===== src/rtl/uic_pkg.sv =====
package uic_pkg;

    localparam int ADDR_W = 12;

    localparam logic [ADDR_W-1:0] ADR_STATUS  = 12'h000;
    localparam logic [ADDR_W-1:0] ADR_IE      = 12'h004;
    localparam logic [ADDR_W-1:0] ADR_TVEC    = 12'h005;
    localparam logic [ADDR_W-1:0] ADR_SCRATCH = 12'h040;
    localparam logic [ADDR_W-1:0] ADR_EPC     = 12'h041;
    localparam logic [ADDR_W-1:0] ADR_CAUSE   = 12'h042;
    localparam logic [ADDR_W-1:0] ADR_TVAL    = 12'h043;
    localparam logic [ADDR_W-1:0] ADR_IP      = 12'h044;

    // status view bit positions
    localparam int ST_PRIOR_EN_BIT = 4;
    localparam int ST_EN_BIT       = 0;
    // interrupt view bit positions
    localparam int IRQ_EXT_BIT = 8;
    localparam int IRQ_TMR_BIT = 4;
    localparam int IRQ_SW_BIT  = 0;

    localparam int NUM_SHARED = 3;
    localparam int NUM_PLAIN  = 4;

    // the four plain registers must stay consecutive
    typedef enum logic [3:0] {
        SEL_NONE    = 4'd0,
        SEL_STATUS  = 4'd1,
        SEL_IE      = 4'd2,
        SEL_IP      = 4'd3,
        SEL_TVEC    = 4'd4,
        SEL_SCRATCH = 4'd5,
        SEL_EPC     = 4'd6,
        SEL_CAUSE   = 4'd7,
        SEL_TVAL    = 4'd8
    } csr_sel_e;

    typedef enum logic [1:0] {
        SHR_STATUS = 2'd0,
        SHR_IE     = 2'd1,
        SHR_IP     = 2'd2,
        SHR_NONE   = 2'd3
    } shr_sel_e;

    function automatic csr_sel_e addr_to_sel(input logic [ADDR_W-1:0] a);
        csr_sel_e s;
        case (a)
            ADR_STATUS:  s = SEL_STATUS;
            ADR_IE:      s = SEL_IE;
            ADR_IP:      s = SEL_IP;
            ADR_TVEC:    s = SEL_TVEC;
            ADR_SCRATCH: s = SEL_SCRATCH;
            ADR_EPC:     s = SEL_EPC;
            ADR_CAUSE:   s = SEL_CAUSE;
            ADR_TVAL:    s = SEL_TVAL;
            default:     s = SEL_NONE;
        endcase
        return s;
    endfunction

    // shared word that each view selector writes, SHR_NONE if not a view
    function automatic shr_sel_e view_target(input csr_sel_e s);
        shr_sel_e t;
        case (s)
            SEL_STATUS: t = SHR_STATUS;
            SEL_IE:     t = SHR_IE;
            SEL_IP:     t = SHR_IP;
            default:    t = SHR_NONE;
        endcase
        return t;
    endfunction

endpackage


===== src/rtl/uic_addr_decode.sv =====
module uic_addr_decode
    import uic_pkg::*;
(
    input  logic [ADDR_W-1:0] addr,
    input  logic              umode_present,
    output csr_sel_e          sel,
    output logic              hit
);

    csr_sel_e raw_sel;

    always_comb begin
        raw_sel = addr_to_sel(addr);
        sel     = umode_present ? raw_sel : SEL_NONE;
        hit     = (sel != SEL_NONE);
    end

endmodule


===== src/rtl/uic_shared_view.sv =====
module uic_shared_view
    import uic_pkg::*;
#(
    parameter int XLEN = 64
) (
    input  logic            clk,
    input  logic            rst,
    input  csr_sel_e        sel,
    input  logic            wr,
    input  logic [XLEN-1:0] wdata,
    input  logic [XLEN-1:0] deleg,
    input  logic            shr_we,
    input  logic [1:0]      shr_sel,
    input  logic [XLEN-1:0] shr_wdata,
    output logic [XLEN-1:0] status_q,
    output logic [XLEN-1:0] ie_q,
    output logic [XLEN-1:0] ip_q,
    output logic [XLEN-1:0] status_view,
    output logic [XLEN-1:0] ie_view,
    output logic [XLEN-1:0] ip_view
);

    localparam logic [XLEN-1:0] STATUS_MASK =
        (XLEN'(1) << ST_PRIOR_EN_BIT) | (XLEN'(1) << ST_EN_BIT);
    localparam logic [XLEN-1:0] IRQ_MASK =
        (XLEN'(1) << IRQ_EXT_BIT) | (XLEN'(1) << IRQ_TMR_BIT) | (XLEN'(1) << IRQ_SW_BIT);
    localparam logic [XLEN-1:0] SW_MASK = XLEN'(1) << IRQ_SW_BIT;

    logic [XLEN-1:0] word_q   [NUM_SHARED];
    logic [XLEN-1:0] wmask    [NUM_SHARED];
    logic [XLEN-1:0] deleg_irq;
    shr_sel_e        csr_tgt;

    always_comb begin
        deleg_irq = deleg & IRQ_MASK;
        csr_tgt   = wr ? view_target(sel) : SHR_NONE;
        wmask[SHR_STATUS] = STATUS_MASK;
        wmask[SHR_IE]     = deleg_irq;
        wmask[SHR_IP]     = deleg & SW_MASK;
    end

    for (genvar gi = 0; gi < NUM_SHARED; gi++) begin : g_word
        logic ext_hit;
        logic csr_hit_w;
        assign ext_hit   = shr_we && (shr_sel == 2'(gi));
        assign csr_hit_w = (csr_tgt == shr_sel_e'(gi));

        always_ff @(posedge clk) begin
            if (rst) begin
                word_q[gi] <= '0;
            end else if (ext_hit) begin
                word_q[gi] <= shr_wdata;
            end else if (csr_hit_w) begin
                word_q[gi] <= (word_q[gi] & ~wmask[gi]) | (wdata & wmask[gi]);
            end
        end
    end

    assign status_q    = word_q[SHR_STATUS];
    assign ie_q        = word_q[SHR_IE];
    assign ip_q        = word_q[SHR_IP];
    assign status_view = status_q & STATUS_MASK;
    assign ie_view     = ie_q & deleg_irq;
    assign ip_view     = ip_q & deleg_irq;


    status_keep_chk: assert property (@(posedge clk) disable iff (rst)
        (wr && sel == SEL_STATUS && !(shr_we && shr_sel == 2'(SHR_STATUS)))
        |=> ((status_q & ~STATUS_MASK) == $past(status_q & ~STATUS_MASK)));


    ie_undeleg_keep_chk: assert property (@(posedge clk) disable iff (rst)
        (wr && sel == SEL_IE && !(shr_we && shr_sel == 2'(SHR_IE)))
        |=> ((ie_q & ~IRQ_MASK) == $past(ie_q & ~IRQ_MASK)) &&
            ((ie_q & IRQ_MASK & ~deleg) == $past(ie_q & IRQ_MASK & ~deleg)));


    ip_locked_chk: assert property (@(posedge clk) disable iff (rst)
        (wr && sel == SEL_IP && !(shr_we && shr_sel == 2'(SHR_IP)))
        |=> ((ip_q & ~SW_MASK) == $past(ip_q & ~SW_MASK)));


    shr_load_chk: assert property (@(posedge clk) disable iff (rst)
        (shr_we && shr_sel == 2'(SHR_STATUS)) |=> (status_q == $past(shr_wdata)));

endmodule


===== src/rtl/uic_trap_regs.sv =====
module uic_trap_regs
    import uic_pkg::*;
#(
    parameter int XLEN = 64
) (
    input  logic            clk,
    input  logic            rst,
    input  csr_sel_e        sel,
    input  logic            wr,
    input  logic [XLEN-1:0] wdata,
    output logic [XLEN-1:0] tvec_q,
    output logic [XLEN-1:0] plain_q [NUM_PLAIN]
);

    localparam int MODE_W = 2;
    localparam logic [MODE_W-1:0] MODE_MAX = 2'd1;

    logic [MODE_W-1:0] mode_next;

    always_comb begin
        mode_next = (wdata[MODE_W-1:0] > MODE_MAX) ? tvec_q[MODE_W-1:0] : wdata[MODE_W-1:0];
    end

    always_ff @(posedge clk) begin
        if (rst) begin
            tvec_q <= '0;
        end else if (wr && sel == SEL_TVEC) begin
            tvec_q <= {wdata[XLEN-1:MODE_W], mode_next};
        end
    end

    for (genvar gi = 0; gi < NUM_PLAIN; gi++) begin : g_plain
        localparam csr_sel_e MY_SEL = csr_sel_e'(int'(SEL_SCRATCH) + gi);
        always_ff @(posedge clk) begin
            if (rst) begin
                plain_q[gi] <= '0;
            end else if (wr && sel == MY_SEL) begin
                plain_q[gi] <= wdata;
            end
        end
    end


    tvec_mode_keep_chk: assert property (@(posedge clk) disable iff (rst)
        (wr && sel == SEL_TVEC && wdata[1])
        |=> (tvec_q[1:0] == $past(tvec_q[1:0])));


    scratch_store_chk: assert property (@(posedge clk) disable iff (rst)
        (wr && sel == SEL_SCRATCH) |=> (plain_q[0] == $past(wdata)));

endmodule


===== src/rtl/user_irq_csr.sv =====
module user_irq_csr
    import uic_pkg::*;
#(
    parameter int XLEN = 64
) (
    input  logic              clk,
    input  logic              rst,
    input  logic              umode_present,
    input  logic [ADDR_W-1:0] csr_addr,
    input  logic [XLEN-1:0]   csr_wdata,
    input  logic              csr_we,
    output logic [XLEN-1:0]   csr_rdata,
    output logic              csr_hit,
    input  logic [XLEN-1:0]   deleg,
    input  logic              shr_we,
    input  logic [1:0]        shr_sel,
    input  logic [XLEN-1:0]   shr_wdata,
    output logic [XLEN-1:0]   shr_status,
    output logic [XLEN-1:0]   shr_ie,
    output logic [XLEN-1:0]   shr_ip
);

    csr_sel_e        sel;
    logic            hit;
    logic            wr;
    logic [XLEN-1:0] status_view, ie_view, ip_view;
    logic [XLEN-1:0] tvec_q;
    logic [XLEN-1:0] plain_q [NUM_PLAIN];

    uic_addr_decode u_dec (
        .addr          (csr_addr),
        .umode_present (umode_present),
        .sel           (sel),
        .hit           (hit)
    );

    assign wr = csr_we && hit;

    uic_shared_view #(.XLEN(XLEN)) u_view (
        .clk         (clk),
        .rst         (rst),
        .sel         (sel),
        .wr          (wr),
        .wdata       (csr_wdata),
        .deleg       (deleg),
        .shr_we      (shr_we),
        .shr_sel     (shr_sel),
        .shr_wdata   (shr_wdata),
        .status_q    (shr_status),
        .ie_q        (shr_ie),
        .ip_q        (shr_ip),
        .status_view (status_view),
        .ie_view     (ie_view),
        .ip_view     (ip_view)
    );

    uic_trap_regs #(.XLEN(XLEN)) u_trap (
        .clk     (clk),
        .rst     (rst),
        .sel     (sel),
        .wr      (wr),
        .wdata   (csr_wdata),
        .tvec_q  (tvec_q),
        .plain_q (plain_q)
    );

    always_comb begin
        case (sel)
            SEL_STATUS:  csr_rdata = status_view;
            SEL_IE:      csr_rdata = ie_view;
            SEL_IP:      csr_rdata = ip_view;
            SEL_TVEC:    csr_rdata = tvec_q;
            SEL_SCRATCH: csr_rdata = plain_q[0];
            SEL_EPC:     csr_rdata = plain_q[1];
            SEL_CAUSE:   csr_rdata = plain_q[2];
            SEL_TVAL:    csr_rdata = plain_q[3];
            default:     csr_rdata = '0;
        endcase
        csr_hit = hit;
    end


    no_umode_miss_chk: assert property (@(posedge clk) disable iff (rst)
        !umode_present |-> !csr_hit);


    miss_reads_zero_chk: assert property (@(posedge clk) disable iff (rst)
        !csr_hit |-> (csr_rdata == '0));


    read_no_effect_chk: assert property (@(posedge clk) disable iff (rst)
        (!csr_we && !shr_we) |=> ($stable(shr_status) && $stable(shr_ie) &&
                                  $stable(shr_ip) && $stable(tvec_q)));

endmodule


===== config.mk =====
export PLATFORM = sky130hd
export DESIGN_NAME = user_irq_csr
export DESIGN_NICKNAME = d
export VERILOG_FILES = /design/src/rtl/uic_pkg.sv /design/src/rtl/uic_addr_decode.sv /design/src/rtl/uic_shared_view.sv /design/src/rtl/uic_trap_regs.sv /design/src/rtl/user_irq_csr.sv
export SDC_FILE = /design/constraint.sdc
export NUM_CORES = 1
export LEC_CHECK = 0
export BUFFER_PORTS_ARGS = -buffer_cell sky130_fd_sc_hd__buf_2
export CORE_MARGIN = 2
export CORE_UTILIZATION = 45
export DETAILED_ROUTE_END_ITERATION = 6
export MAX_ROUTING_LAYER = met4
export PLACE_DENSITY_LB_ADDON = 0.2
export RECOVER_POWER = 50
export SETUP_SLACK_MARGIN = 0.4
export SYNTH_ARGS = -nofsm -noshare
export SYNTH_HDL_FRONTEND = slang
export SYNTH_SLANG_ARGS = --single-unit
export TNS_END_PERCENT = 30

===== constraint.sdc =====
create_clock -name clk -period 8.56 [get_ports clk]
set_input_delay 0.856 -clock clk [delete_from_list [all_inputs] [get_ports clk]]
set_output_delay 0.856 -clock clk [all_outputs]
set_load 0.01 [all_outputs]

# Yosys cells after proc, flatten, opt, wreduce, memory -nomap -nowiden

Memory sizes are Yosys's and may differ from the RTL's.
Cells that the tools add are included.

Register bits: 320
Memory bits (writable): 192
Input bits: 211
Memories kept: 1

Memories:

| name          | words | width | read ports | clocked after Yosys merged registers in | wr ports | RTL line              | source |
|---|---|---|---|---|---|---|---|
| u_view.word_q | 3     | 64    | 3          | 0                                       | 3        | uic_shared_view.sv:29 | `logic [XLEN-1:0] word_q [NUM_SHARED];` |

Magnitude comparators: 1
Equality and inequality tests: 19
Mux-type cells: 34
Bitwise operators: 18
Reduce and logical (&&, ||, !) cells: 14

Operator list:

| kind                                                                    | number |
|---|---|
| 64-bit one-hot mux with 8 select lines                                  | 1 |
| 64-bit 2-to-1 mux                                                       | 6 |
| 64-bit by 9-bit AND with 64-bit output                                  | 3 |
| 64-bit AND                                                              | 2 |
| 64-bit OR                                                               | 2 |
| 64-bit by 1-bit AND with 64-bit output                                  | 1 |
| 1-bit NOT with 64-bit output                                            | 1 |
| 9-bit NOT with 64-bit output                                            | 1 |
| 64-bit by 5-bit OR with 64-bit output                                   | 1 |
| 12-bit by 7-bit equality test with 1-bit output (second input constant) | 5 |
| 4-bit one-hot mux with 8 select lines                                   | 1 |
| 12-bit by 3-bit equality test with 1-bit output (second input constant) | 2 |
| 1-bit 2-to-1 mux                                                        | 23 |
| 4-bit by 3-bit equality test with 1-bit output (second input constant)  | 4 |
| 12-bit logical NOT                                                      | 1 |
| 1-bit logical AND                                                       | 9 |
| 4-bit by 2-bit equality test with 1-bit output (second input constant)  | 2 |
| 1-bit OR                                                                | 6 |
| 2-bit one-hot mux with 3 select lines                                   | 1 |
| 2-bit by 1-bit equality test with 1-bit output (second input constant)  | 2 |
| 2-bit equality test (second input constant)                             | 2 |
| 4-bit by 1-bit equality test with 1-bit output (second input constant)  | 1 |
| 4-bit equality test (second input constant)                             | 1 |
| 2-bit logical NOT                                                       | 2 |
| other kinds (6)                                                         | 6 |

# Longest topological paths before layout

Depth in word-level cells: 12
Depth in mapped cells: 9

# By module

From an unflattened synthesis, not the netlist that was laid out.

Cells, all modules: 2219
Area, all modules: 25395.6 sq um

Modules (own cells, without submodules):

| module          | instances | cells an instance | area each (sq um) | sequential area each (sq um) |
|---|---|---|---|---|
| uic_trap_regs   | 1         | 1112              | 12662.1           | 6406.1 |
| uic_shared_view | 1         | 619               | 8703.3            | 5765.5 |
| user_irq_csr    | 1         | 468               | 3888.7            | 0.0 |
| uic_addr_decode | 1         | 20                | 141.4             | 0.0 |

# Worst setup path before layout

Ideal clock, no wire load.

Path type: input to output
Start point: in csr_addr[9]
End point: out csr_rdata[8]
Data arrival time: 2899 ps
Required time: 7704 ps
Slack: 4805 ps
Stages: 8
Buffers on the path: 3
Cell sequence: or4_4 buf_6 or3_1 buf_6 nor4_4 buf_6 nand2_1 nand3_1

Cells in the longest elaborated chain, start to end: 5
Elaborated cells between the ends (all ways): 19
Those cells by class: 15 x eq/ne; 3 x mux; 1 x reduce/logical

RTL lines:

| what                                                                          | RTL line              | source |
|---|---|---|
| from (decl)                                                                   | user_irq_csr.sv:9     | `input logic [ADDR_W-1:0] csr_addr,` |
| 12-bit by 7-bit equality test with 1-bit output, or another cell as far along | uic_pkg.sv:47         | `case (a)` |
| 4-bit one-hot mux with 8 select lines *                                       | uic_pkg.sv:47         |  |
| 4-bit 2-to-1 mux *                                                            | uic_addr_decode.sv:14 | `sel = umode_present ? raw_sel : SEL_NONE;` |
| 4-bit equality test, or another cell as far along                             | user_irq_csr.sv:68    | `case (sel)` |
| 64-bit one-hot mux with 8 select lines *                                      | user_irq_csr.sv:68    |  |
| to (decl)                                                                     | user_irq_csr.sv:12    | `output logic [XLEN-1:0] csr_rdata,` |

Every way passes the cells marked *; elsewhere a longest branch is shown, timed or not.

==> reports/metrics.cfg <==
[cts]
cts_buffers=54
root_buffer=clkbuf_16
cts_buffer_depth=3
clk_latency_ps=570
cts_max_level=2
path_clk_slew_ps=60
ctsHoldBuffers=0
cts_tree=done
post_cts_buffers=0
clock_sinks=512
cts_resized=0

[sta]
fin_tns_setup_ps=0
slew_headroom_pct=-169.9
finalCriticalPeriod_ps=4681
slew_violations=279
layout_setup_ws_ps=3879
worst_pin_slew_ps=4049
timing.fmax_mhz=213.6
rsz0062_at_grt=false
fin_crit_sh_pct=54.68
fin_skew_ps=0
finalSetupViolations=0
hold_viol_final=0

[die]
die_area_mm2=0.04847
ios=468
dieHeight_um=220.2
die_x_um=220.2
placementRows=79
initial_utilization_pct=45.35
core_mm2=0.04636

[placement]
io_buffers=406
placed_area_mm2=0.02327
dp_worst_setup_slack_ps=3950
hpwl_mm=37.39
gp_congestion=0.8707

[synthesis]
yosysWarnings=0
syn_avg_cell_area_um2=9.653
synthArstFlopShare_pct=0
post-synth-top-area-cell=dfxtp_1
synth_edf_count=192
syn-num-nets=2389
syn_area_mm2=0.02103
syn_inst=2178
synth_ff_type=dfxtp_1
synth_most_common_cell=nand2_1
netlist.area_leader.share_pct=30.47
ys_seq_area_share_pct=57.89
synth.area.top_cells=dfxtp_1, edfxtp_1, nand2_1
ys_seq_elements=512
ys_types=49
synth_common_cells=nand2_1, dfxtp_1, a21oi_1

[pwr]
pwr_density_cell_mw_per_mm2=208.8
combPwrFrac_pct=5.2
p_total_w=0.005168
ir_worst_vdd_mv=0.1792
p_int_w=0.004011
clockPowerShare_pct=44.0
power_frac_seq_pct=50.8
p_switching_w=0.001157
p_leak_nw=9.095
p_sw_share_pct=22.39

[setup_path]
r2r-start=u_view.word_q[2][0]
r2r_slack_ps=7610
start_kind=primary input
cp_max_fo=145
reg2reg_depth=4
critical_path_class=primary input to flip-flop
r2r_end=u_view.word_q[2][0]
cp_num_buf_inv=2
cpLargestDelayFamily=buffers and inverters
cp.required_ps=8880
critPathLaunch=rst
cp_slowest_cell=clkbuf_1
crit_cells=5
slowest_delay_ps=2830
cp.arrival_ps=5010
cp-end-kind=flip-flop
cp_cell_sequence=buf_8 -> a21o_2 -> clkbuf_1 -> nand2b_1 -> o21ai_0

[global_route]
grt_pass1_wl_mm=93.50
antenna_found_initial=18
grt.total_usage_pct=25.84
first_global_vias=16122
grt_max_degree=247
grt-ovfl-total=0

[cells_and_area]
nets=2711
area_growth_pct=17.69
fin_util_pct=53.38
final.fill_count=4303
fin_area_mm2=0.02474
multi_input_area_mm2=0.008093
seq_area_mm2=0.01217
drive_above_1_share_pct=12.79

[run]
maxCapViolCount=5

[route]
via_per_inst=5.373
ant_nets=0
drcViolationCount=0
drtIter0Drc=1356
avgRoutedWirePerCell_um=19.93
wirelength_mm=63.06
vias=16999
first_pass_iters=7

[status]
status=finished, violations left
violations=capacitance limit, slew limit

[min_path]
worstHoldPathType=flip-flop to flip-flop

## power groups by stage
stage                     Clock, W  Combinational [W]  Sequential [W]
after floorplan                  0          0.0000868         0.00271
after detailed placement         0           0.000290         0.00267
after CTS                  0.00232           0.000290         0.00262
after global routing       0.00242           0.000293         0.00263
final                      0.00227           0.000270         0.00262
after global placement           0           0.000286         0.00267
## worst min path at each step
stage	startpoint	end	slack [ps]	cells past startpoint
after global routing	u_trap.tvec_q[27]	u_trap.tvec_q[27]	460	2
final	u_trap.tvec_q[27]	u_trap.tvec_q[27]	450	2
after global placement	u_trap.tvec_q[34]	u_trap.tvec_q[34]	440	2
after floorplan	u_trap.tvec_q[10]	u_trap.tvec_q[10]	430	2
after detailed placement	u_trap.tvec_q[27]	u_trap.tvec_q[27]	440	2
after CTS	u_trap.tvec_q[27]	u_trap.tvec_q[27]	450	2
## layout make-up
class                   instances  area share, %
flip-flops and latches        512          49.19
multi-input cells            1500          32.71
repair buffers                428          7.909
clock buffers                  79          6.210
well taps                     607          3.069
clock inverters                19         0.7029
diodes                         15         0.1517
inverters                       4        0.06068
## stage by stage
| step | cells | hold WS, ps |
|---|---|---|
| after floorplan | 2178 | 431.5 |
| after global placement | 3051 | 437.0 |
| after detailed placement | 3051 | 442.9 |
| after CTS | 3149 | 450.8 |
| after global routing | 3164 | 462.2 |
| final | 3164 | 447.1 |
## kinds of logic (layout without fill, tap and decap cells)
logic type | count (synthesis) | after routing | synth area share, %
compound gates | 412 | 412 | 11.67
xor+xnor | 1 | 1 | 0.04166
buf+inv | 166 | 530 | 3.880
flops | 512 | 512 | 57.89
mux | 66 | 66 | 3.142
other cells | 0 | 15 | 0
simple gates | 1021 | 1021 | 23.38
## sequential cells by signal, summed over array words and instances (netlist names), named ones only
| register | flops |
|---|---|
| u_trap.plain_q | 256 |
| u_view.word_q | 189 |
| u_trap.tvec_q | 64 |
## placed cells by master (no fill, tap or decap), types with 67 or more instances in the layout
master	instances
a21oi_1	260
a22oi_1	122
and2_0	115
and2_1	71
buf_2	213
clkbuf_1	215
dfxtp_1	320
edfxtp_1	192
nand2_1	584
nand2b_1	129
nand3_1	67
## worst min-delay path: cells and delay by family (launching register included)
kind	cells	cell delay, ps
flops	1	300
compound gates	1	50
simple gates	1	50
## routing by layer
metal | part of all wire [%] | up-vias | track usage (%)
li1 | - | 8058 | -
met1 | 41 | 8204 | 32.22
met2 | 48 | 639 | 41.57
met3 | 7.9 | 98 | 5.787
met4 | 2.7 | 0 | 8.837
met5 | 0 | - | -
Note: power is estimated with default switching activity, not from simulation.
